`config.mk`:
```
export PLATFORM = sky130hd
export DESIGN_NAME = hbcd_adder
export DESIGN_NICKNAME = d
export VERILOG_FILES = /design/src/rtl/hbcd_pkg.sv /design/src/rtl/hbcd_digit_flags.sv /design/src/rtl/hbcd_block_lookahead.sv /design/src/rtl/hbcd_block_sum.sv /design/src/rtl/hbcd_adder.sv
export SDC_FILE = /design/constraint.sdc
export NUM_CORES = 1
export LEC_CHECK = 0
export ABC_AREA = 0
export ABC_CLOCK_PERIOD_IN_PS = 6700
export BUFFER_PORTS_ARGS = -buffer_cell sky130_fd_sc_hd__buf_4
export CAP_MARGIN = 25
export CORE_UTILIZATION = 25
export DETAILED_ROUTE_END_ITERATION = 16
export PLACE_DENSITY = 0.55
export SLEW_MARGIN = 20
export SYNTH_ARGS = -nofsm -noshare
export SYNTH_HDL_FRONTEND = slang
export SYNTH_SLANG_ARGS = --single-unit
```
`constraint.sdc`:
```
create_clock -name clk -period 6.7 [get_ports clk]
set_input_delay 1.34 -clock clk [delete_from_list [all_inputs] [get_ports clk]]
set_output_delay 1.34 -clock clk [all_outputs]
set_load 0.02 [all_outputs]
```
`src/rtl/hbcd_pkg.sv`:
```
// hbcd_pkg: shared digit type and the per-digit correction helper.
// Assumes digit totals fit five bits (two valid digits plus a carry).
package hbcd_pkg;
    localparam int DIG_W = 4;
    localparam int RAW_W = 5;

    typedef logic [DIG_W-1:0] digit_t;

    // Fold a raw binary digit total plus its carry-in into one decimal digit,
    // adding six when the digit emits a decimal carry.
    function automatic digit_t fix_digit(input logic [RAW_W-1:0] raw,
                                         input logic c_in,
                                         input logic c_out);
        logic [RAW_W-1:0] t;
        t = raw + {{(RAW_W-1){1'b0}}, c_in};
        if (c_out) begin
            t = t + 5'd6;
        end
        return t[DIG_W-1:0];
    endfunction
endpackage

```
`src/rtl/hbcd_digit_flags.sv`:
```
// hbcd_digit_flags: for every digit at once, forms the raw binary total of
// the two operand digits and two flags: gen (total >= 10) and prop
// (total == 9). Assumes operand digits are valid decimal digits.
module hbcd_digit_flags #(
    parameter int NDIG = 8
) (
    input  logic [4*NDIG-1:0] a,
    input  logic [4*NDIG-1:0] b,
    output logic [5*NDIG-1:0] raw_vec,
    output logic [NDIG-1:0]   gen_vec,
    output logic [NDIG-1:0]   prop_vec
);
    import hbcd_pkg::*;

    for (genvar gi = 0; gi < NDIG; gi++) begin : g_dig
        logic [RAW_W-1:0] raw;

        // Binary total of one digit pair and its two carry flags.
        always_comb begin
            raw = {1'b0, a[4*gi +: 4]} + {1'b0, b[4*gi +: 4]};
            raw_vec[5*gi +: 5] = raw;
            gen_vec[gi]        = (raw >= 5'd10);
            prop_vec[gi]       = (raw == 5'd9);
        end
    end
endmodule

```
`src/rtl/hbcd_block_lookahead.sv`:
```
// hbcd_block_lookahead: for one group of MDIG digits, computes the group
// carry-out for carry-in 0 (k0) and carry-in 1 (k1) from the digit flags,
// then picks one with the actual group carry-in.
module hbcd_block_lookahead #(
    parameter int MDIG = 2
) (
    input  logic [MDIG-1:0] gen_blk,
    input  logic [MDIG-1:0] prop_blk,
    input  logic            blk_cin,
    output logic            blk_cout
);
    logic k0;
    logic k1;

    // Sum over digits of gen_i gated by all propagates above digit i.
    always_comb begin
        logic pass;
        k0 = 1'b0;
        for (int i = 0; i < MDIG; i++) begin
            pass = 1'b1;
            for (int j = i + 1; j < MDIG; j++) begin
                pass = pass & prop_blk[j];
            end
            k0 = k0 | (gen_blk[i] & pass);
        end
        k1 = k0 | (&prop_blk);
    end

    // The one select on the inter-group carry path.
    always_comb begin
        blk_cout = blk_cin ? k1 : k0;
    end
endmodule

```
`src/rtl/hbcd_block_sum.sv`:
```
// hbcd_block_sum: forms the MDIG decimal sum digits of one group. The digit
// carry moves through one select per digit, and each digit is then corrected.
// Assumes the group carry-in arrives from the lookahead select chain.
module hbcd_block_sum #(
    parameter int MDIG = 2
) (
    input  logic [5*MDIG-1:0] raw_blk,
    input  logic [MDIG-1:0]   gen_blk,
    input  logic [MDIG-1:0]   prop_blk,
    input  logic              blk_cin,
    output logic [4*MDIG-1:0] sum_blk,
    output logic              chain_cout
);
    import hbcd_pkg::*;

    logic [MDIG:0] dc;

    assign dc[0]      = blk_cin;
    assign chain_cout = dc[MDIG];

    for (genvar gi = 0; gi < MDIG; gi++) begin : g_dig
        // Per-digit carry select: k1 = gen|prop, k0 = gen.
        always_comb begin
            dc[gi+1] = dc[gi] ? (gen_blk[gi] | prop_blk[gi]) : gen_blk[gi];
        end

        // Correction adder for this digit.
        always_comb begin
            sum_blk[4*gi +: 4] = fix_digit(raw_blk[5*gi +: 5], dc[gi], dc[gi+1]);
        end
    end
endmodule

```
`src/rtl/hbcd_adder.sv`:
```
// hbcd_adder: NDIG-digit decimal adder built from NDIG/MDIG lookahead groups,
// with a registered result. Assumes MDIG >= 1 and that MDIG divides NDIG.
module hbcd_adder #(
    parameter int NDIG = 8,
    parameter int MDIG = 2
) (
    input  logic              clk,
    input  logic              rst_n,
    input  logic [4*NDIG-1:0] a,
    input  logic [4*NDIG-1:0] b,
    input  logic              cin,
    output logic [4*NDIG-1:0] sum,
    output logic              cout
);
    localparam int NBLK = (MDIG >= 1) ? NDIG / MDIG : 1;
    localparam logic [4*NDIG-1:0] ALL_NINE = {NDIG{4'h9}};

    if (MDIG < 1 || (NDIG % MDIG) != 0) begin : g_bad_param
        $error("hbcd_adder: MDIG must be >= 1 and divide NDIG");
    end

    logic [5*NDIG-1:0] raw_vec;
    logic [NDIG-1:0]   gen_vec;
    logic [NDIG-1:0]   prop_vec;
    logic [NBLK:0]     bc;
    logic [NBLK-1:0]   chain_c;
    logic [4*NDIG-1:0] sum_d;
    logic [NDIG-1:0]   dig_ok;
    logic              in_ok;

    hbcd_digit_flags #(.NDIG(NDIG)) u_flags (
        .a        (a),
        .b        (b),
        .raw_vec  (raw_vec),
        .gen_vec  (gen_vec),
        .prop_vec (prop_vec)
    );

    assign bc[0] = cin;

    for (genvar gb = 0; gb < NBLK; gb++) begin : g_blk
        hbcd_block_lookahead #(.MDIG(MDIG)) u_la (
            .gen_blk  (gen_vec[gb*MDIG +: MDIG]),
            .prop_blk (prop_vec[gb*MDIG +: MDIG]),
            .blk_cin  (bc[gb]),
            .blk_cout (bc[gb+1])
        );

        hbcd_block_sum #(.MDIG(MDIG)) u_sum (
            .raw_blk    (raw_vec[5*gb*MDIG +: 5*MDIG]),
            .gen_blk    (gen_vec[gb*MDIG +: MDIG]),
            .prop_blk   (prop_vec[gb*MDIG +: MDIG]),
            .blk_cin    (bc[gb]),
            .sum_blk    (sum_d[4*gb*MDIG +: 4*MDIG]),
            .chain_cout (chain_c[gb])
        );

        AST_LA_MATCHES_CHAIN: assert property (@(posedge clk) disable iff (!rst_n)
            (in_ok |-> chain_c[gb] == bc[gb+1]));
    end

    // Validity of every operand digit, used only to qualify the checks.
    for (genvar gi = 0; gi < NDIG; gi++) begin : g_ok
        always_comb begin
            dig_ok[gi] = (a[4*gi +: 4] <= 4'd9) && (b[4*gi +: 4] <= 4'd9);
        end
    end
    assign in_ok = &dig_ok;

    // Output register with synchronous active-low reset.
    always_ff @(posedge clk) begin
        if (!rst_n) begin
            sum  <= '0;
            cout <= 1'b0;
        end else begin
            sum  <= sum_d;
            cout <= bc[NBLK];
        end
    end

    for (genvar gi = 0; gi < NDIG; gi++) begin : g_rng
        AST_DIGIT_IN_RANGE: assert property (@(posedge clk) disable iff (!rst_n)
            ($past(in_ok) |-> sum[4*gi +: 4] <= 4'd9));
    end

    AST_PROP_PASSES_CIN: assert property (@(posedge clk) disable iff (!rst_n)
        ($past(rst_n && (&prop_vec)) |-> cout == $past(cin)));

    AST_PROP_SUM_PATTERN: assert property (@(posedge clk) disable iff (!rst_n)
        ($past(rst_n && (&prop_vec)) |-> sum == ($past(cin) ? '0 : ALL_NINE)));

    AST_ALL_GEN_CARRIES: assert property (@(posedge clk) disable iff (!rst_n)
        ($past(rst_n && in_ok && (&gen_vec)) |-> cout));
endmodule

```
==> metrics, run 1 <==
final setup vio count 0; # resized after CTS 0; worst-path maximum fanout 6; part of the cycle the worst path needs 73.7%; largest net degree at the start of global routing 26; Buffers on Ports 99; Avg Inst Size Synth 9.41 um2; Pins Over Slew Limit 0; EDFF count, synth 0; TritonCTS buffer count 5; most frequent cell after synthesis ha_1; Area Overhead vs Synth 35.1%; CP endpoint kind flip-flop; Sink Count 33; maximum root-to-sink buffer count 2; initial DRC count 77; CTS root buf clkbuf_16; Hold Fails Final Rpt 0; Rel. slew slack 50.6%; Max Fclk 203 MHz; Hold/Removal Path Class in2reg; CTS tree built; Async S/R FF share, synth 0%; min Tclk post-route 4940 ps; Gate Count Post-Synth 324; Std-Cell Rows 39; DP Area 0.00396 mm2; Synth top cells by count 56 x ha_1, 33 x dfxtp_1, 25 x xnor2_1; Multi-input gate area 0.00232 mm2; Placed Instances 563; Post-Synthesis Net Count 455; Die ar. 0.0126 mm2; WS Path Type in2reg; status completed; largest area contributor in the netlist ha_1; Overall Global Routing Usage 11.6%; worst vdd ir 91.1 uV; vias in the first global route 2,682; GRT overflow 0; post-synthesis register bit count 33; Routed wire per std cell 12.2 um; FF+latch area 661 um2; first-pass GRT wire length 12.0 mm; gpl congestion 0.769; initial antenna violation count 0; Mapped Area 0.00305 mm2; cell area power density 261 mW/mm2; fin cells 571; area of the core 0.0117 mm2; DRC violations left 0; Reg clk slew, reported paths 50 ps; vias per cell 4.61; io pins 100; leakage 1.96 nW; total wire length 6.96 mm; Worst-Margin Slew 737 ps; critical path required time 6890 ps; Die H 112 um; Cell variety after synth 56; width of the die 112 um; Detailed Place HPWL 5.91 mm; H-tree depth 2; CP Data Arrival Time 5130 ps; # diodes 0; RSZ-0062 raised after global routing false; post-route ant nets 0; number of hold buffers added after cts 0; initial core utilization 26.1%; Seq/Total Area, Yosys 21.7%; top-area cell type share of the netlist area 23.0%; synth top area cells ha_1 23%, dfxtp_1 22%, xnor2_1 7.2%, fa_1 5.3%, a21oi_1 3.3%; total number of vias 2,632; dominant synthesized flop cell dfxtp_1; Finished Cell Area 0.00412 mm2; max_cap viols 0; Pre-antenna DRT Iters 4; postcts setup bufs 0; layout cell share with drive strength beyond 1 30.1%; Setup TNS 0 ps; filler cell count 1,172; fin nets 558; Synth Warn # 0; crit start category input port
[layer usage]
metal  global-route usage, %  vias up  part of all wire [%]
met4                    2.13        0                  0.60
met5                       0        -                     0
li1                        -     1376                     -
met1                    14.4     1189                    46
met3                    2.59        4                   4.8
met2                    20.7       63                    49
[critical path, stage by stage]
cell and delay [ps]:
buf_4 110, ha_1 220, fa_1 510, or3_1 340
o32ai_2 180, o311ai_1 170, a311o_1 370, a31o_1 250
nor2_4 180, inv_1 80, ha_1 210, ha_1 190
xnor2_1 210, ha_1 200, nor2_1 50, nor2_1 110
a21oi_1 60, o21a_1 200, nor3_1 140
[final timing paths]
check	from	endpoint	slack, ps	depth (start not counted)
max	a[20]	sum[31]$_SDFF_PN0_	1760	19
min	cin	sum[0]$_SDFF_PN0_	1400	3
[metrics by stage]
stage	worst slack (ps)	hold WS (ps)	power (mW)	util, %
after CTS	1770	1400	1.09	35.3
after floorplan	1920	1490	0.654	-
after global placement	1630	1690	0.836	33.9
after detailed placement	1500	1690	0.844	33.9
after global routing	1460	1420	1.17	35.3
final	1760	1400	1.08	35.3
[cells by family after synthesis]
logic type / synth area share, %
compound gates: 17.9
simple gates: 18.2
mux: 1.19
fa+ha+maj: 28.2
buf+inv: 2.22
xor+xnor: 10.6
flops: 21.7
[where the power goes]
part / switching (mW) / leakage (nW) / internal, mW
combinational: 0.298 / 1.61 / 0.266
clock: 0.0846 / 0.0799 / 0.157
sequential: 0.0177 / 0.275 / 0.252
total: 0.400 / 1.96 / 0.676
[sequential cells by signal, summed over array words and instances (netlist names)]
signal / cells
cout: 1
sum: 32
[final cells by class]
cell class | count | share of cell area [%]
Timing Repair Buffer | 99 | 18.1
Inverter | 15 | 1.37
Multi-Input combinational cell | 273 | 56.4
Clock buffer | 7 | 3.71
Clock inverter | 1 | 0.122
Tap cell | 143 | 4.35
Sequential cell | 33 | 16.0
[placed cells by master, fill, tap and decap left out, types with 2 or more instances in the layout]
cell type	netlist	layout
or3_1	4	4
clkbuf_8	0	2
nand4_1	2	2
ha_1	56	56
o21ai_1	3	3
o311ai_1	2	2
dfxtp_1	33	33
o21ba_2	2	2
xor2_1	10	10
a21oi_1	20	20
nor2_1	23	23
buf_4	0	99
nand3b_1	2	2
o21a_1	2	2
fa_1	8	8
nand2b_1	4	4
and2_1	11	11
nor3_1	9	9
nor2b_1	4	4
inv_1	13	13
a211o_1	2	2
nand3_1	13	13
clkbuf_16	0	5
xnor2_1	25	25
and3_1	6	6
nor3b_1	5	5
a211oi_1	9	9
nand2_1	7	7
a21o_1	12	12
or2_2	6	6
Note: power is estimated with default switching activity, not from simulation.
==> run 2, diff against run 1 <==
--- a/config.mk
+++ b/config.mk
@@ -6,7 +6,7 @@
 export NUM_CORES = 1
 export LEC_CHECK = 0
 export ABC_AREA = 0
-export ABC_CLOCK_PERIOD_IN_PS = 6700
+export ABC_CLOCK_PERIOD_IN_PS = 4600
 export BUFFER_PORTS_ARGS = -buffer_cell sky130_fd_sc_hd__buf_4
 export CAP_MARGIN = 25
 export CORE_UTILIZATION = 25
==> constraint.sdc (replaced) <==
create_clock -name clk -period 4.6 [get_ports clk]
set_input_delay 0.92 -clock clk [delete_from_list [all_inputs] [get_ports clk]]
set_output_delay 0.92 -clock clk [all_outputs]
set_load 0.02 [all_outputs]
==> run 2 against run 1 <==
  * Cell count is 2.5% higher
  * Critical endpoint unchanged
  * Sequential power is 45% higher
  * Via count is 3.2% higher
  * Die area stayed put
  * Global-route usage is 0.29 points higher
  * Largest power group unchanged
  * Clock power is 48% higher
  * Sequential share of layout area is 0.43 points lower
  * Setup slack worse by 1500 ps
  * Highest routed layer unchanged
  * First-iteration DRC count is 18% lower
  * Worst hold slack worse by 430 ps
==> metrics, run 2 (synthesis gave the netlist of run 1 again) <==
Placed Instances 577; initial antenna violation count 0; RSZ-0062 raised after global routing false; critical path required time 4750 ps; Sink Count 33; first-pass GRT wire length 12.3 mm; post-route ant nets 0; CP Data Arrival Time 4480 ps; Largest stage delay, worst path 380 ps; hold_sp cin; GRT overflow 0; Rel. slew slack 65.9%; Final Power 1.60 mW; WS Path Type in2reg; Std-Cell Rows 39; Pre-antenna DRT Iters 4; worst setup margin 279 ps; # diodes 0; initial core utilization 26.1%; Detailed Place HPWL 6.08 mm; worst slack at placement 4.99 ps; fin cells 585; CP endpoint kind flip-flop; vias per cell 4.64; vias in the first global route 2,784; max FFs per register 32; Max Fclk 231 MHz; area of the core 0.0117 mm2; Endpoint, Worst Hold sum[0]$_SDFF_PN0_; TritonCTS buffer count 5; total number of vias 2,715; Reg clk slew, reported paths 60 ps; worst vdd ir 127 uV; H-tree depth 2; part of the cycle the worst path needs 93.9%; CP Cell Sequence buf_4, ha_1, fa_1, or3_1, o32ai_2, o311ai_1, a311o_1, a31o_1, nor2_4, inv_1, ha_1, ha_1, xnor2_2, ha_1, nor2_1, nor2_1, a21oi_1, o21a_1, nor3_1; Pins Over Slew Limit 0; status completed; initial DRC count 63; min Tclk post-route 4320 ps; Overall Global Routing Usage 11.9%; worst-path maximum fanout 3; width of the die 112 um; Die H 112 um; biggest regs sum (32), cout (1); cell area power density 379 mW/mm2; total wire length 7.15 mm; Die ar. 0.0126 mm2; postcts setup bufs 0; crit start category input port; final setup vio count 0; io pins 100; Worst-Margin Slew 510 ps; Reg with most FFs sum; CTS tree built; commonest non-fill, non-tap cell in the layout buf_4; largest net degree at the start of global routing 16; CTS root buf clkbuf_16; layout cell share with drive strength beyond 1 32.6%; Hold Fails Final Rpt 0; CP dominant cell by count ha_1; Buffers on Ports 99; Hold/Removal Path Class in2reg; Setup TNS 0 ps; Worst path slowest cell fa_1; max_cap viols 0; most frequent cells in the layout 113 x buf_4, 56 x ha_1, 33 x dfxtp_1, 24 x xnor2_1, 23 x nor2_1; worst hold path depth 3; Routed wire per std cell 12.2 um; leakage 2.03 nW; DRC violations left 0; gpl congestion 0.774; Area Overhead vs Synth 38.8%; maximum root-to-sink buffer count 2; fin nets 572
## run 2: cell count changes in the layout (fill, tap and decap cells not counted), sizes merged
cell and delta:
buf +14
## run 2: repair_timing
action,CTS,global route
resized for setup,0,1
hold buffers,0,0
setup endpoints to repair,0,1
## run 2: power by group
part           internal [mW]  switching (mW)
Combinational          0.414           0.442
Sequential             0.367          0.0251
Clock                  0.229           0.128
## run 2: cell type report
class	count	area [um2]
Sequential cell	33	661
Tap cell	143	179
Fill cell	1195	7430
Clock inverter	1	5.00
Clock buffer	7	153
Multi-Input combinational cell	273	2330
Timing Repair Buffer	113	848
Inverter	15	56.3
## run 2: worst max-delay path by stage
stage | startpoint | to | slack [ps] | cells after the start
3_3_place_gp | a[20] | sum[31]$_SDFF_PN0_ | 120 | 19
5_1_grt | a[20] | sum[31]$_SDFF_PN0_ | 3 | 19
2_1_floorplan | a[20] | sum[31]$_SDFF_PN0_ | 240 | 18
4_1_cts | a[20] | sum[31]$_SDFF_PN0_ | 270 | 19
3_5_place_dp | a[20] | sum[31]$_SDFF_PN0_ | 5 | 19
6_report | a[20] | sum[31]$_SDFF_PN0_ | 280 | 19
## run 2: stage by stage
| stage | hold slack [ps] | area [um2] | utilization [%] |
|---|---|---|---|
| finish | 978 | 4230 | 36.3 |
| global route | 1010 | 4230 | 36.3 |
| CTS | 977 | 4220 | 36.2 |
| detailed placement | 1270 | 4060 | 34.8 |
| global placement | 1270 | 4060 | 34.8 |
| floorplan | 1070 | 3050 | - |
## run 2: critical path, delay by kind of cell
kind                       cells  cell delay, ps
AOI/OAI and AO/OA              6            1390
adders and majority gates      5            1240
and+or+nand+nor                5             610
buffers and inverters          2             170
xor gates and xnor gates       1             150
## run 2: per-layer routing
| metal | up-vias | global-route usage [%] | wire length [um] | share of wire, % |
|---|---|---|---|---|
| met5 | - | 0 | 0 | 0 |
| met4 | 0 | 3.38 | 50 | 0.70 |
| met3 | 5 | 2.27 | 350 | 4.9 |
| met2 | 64 | 20.8 | 3420 | 48 |
| met1 | 1243 | 14.9 | 3320 | 47 |
| li1 | 1403 | - | - | - |
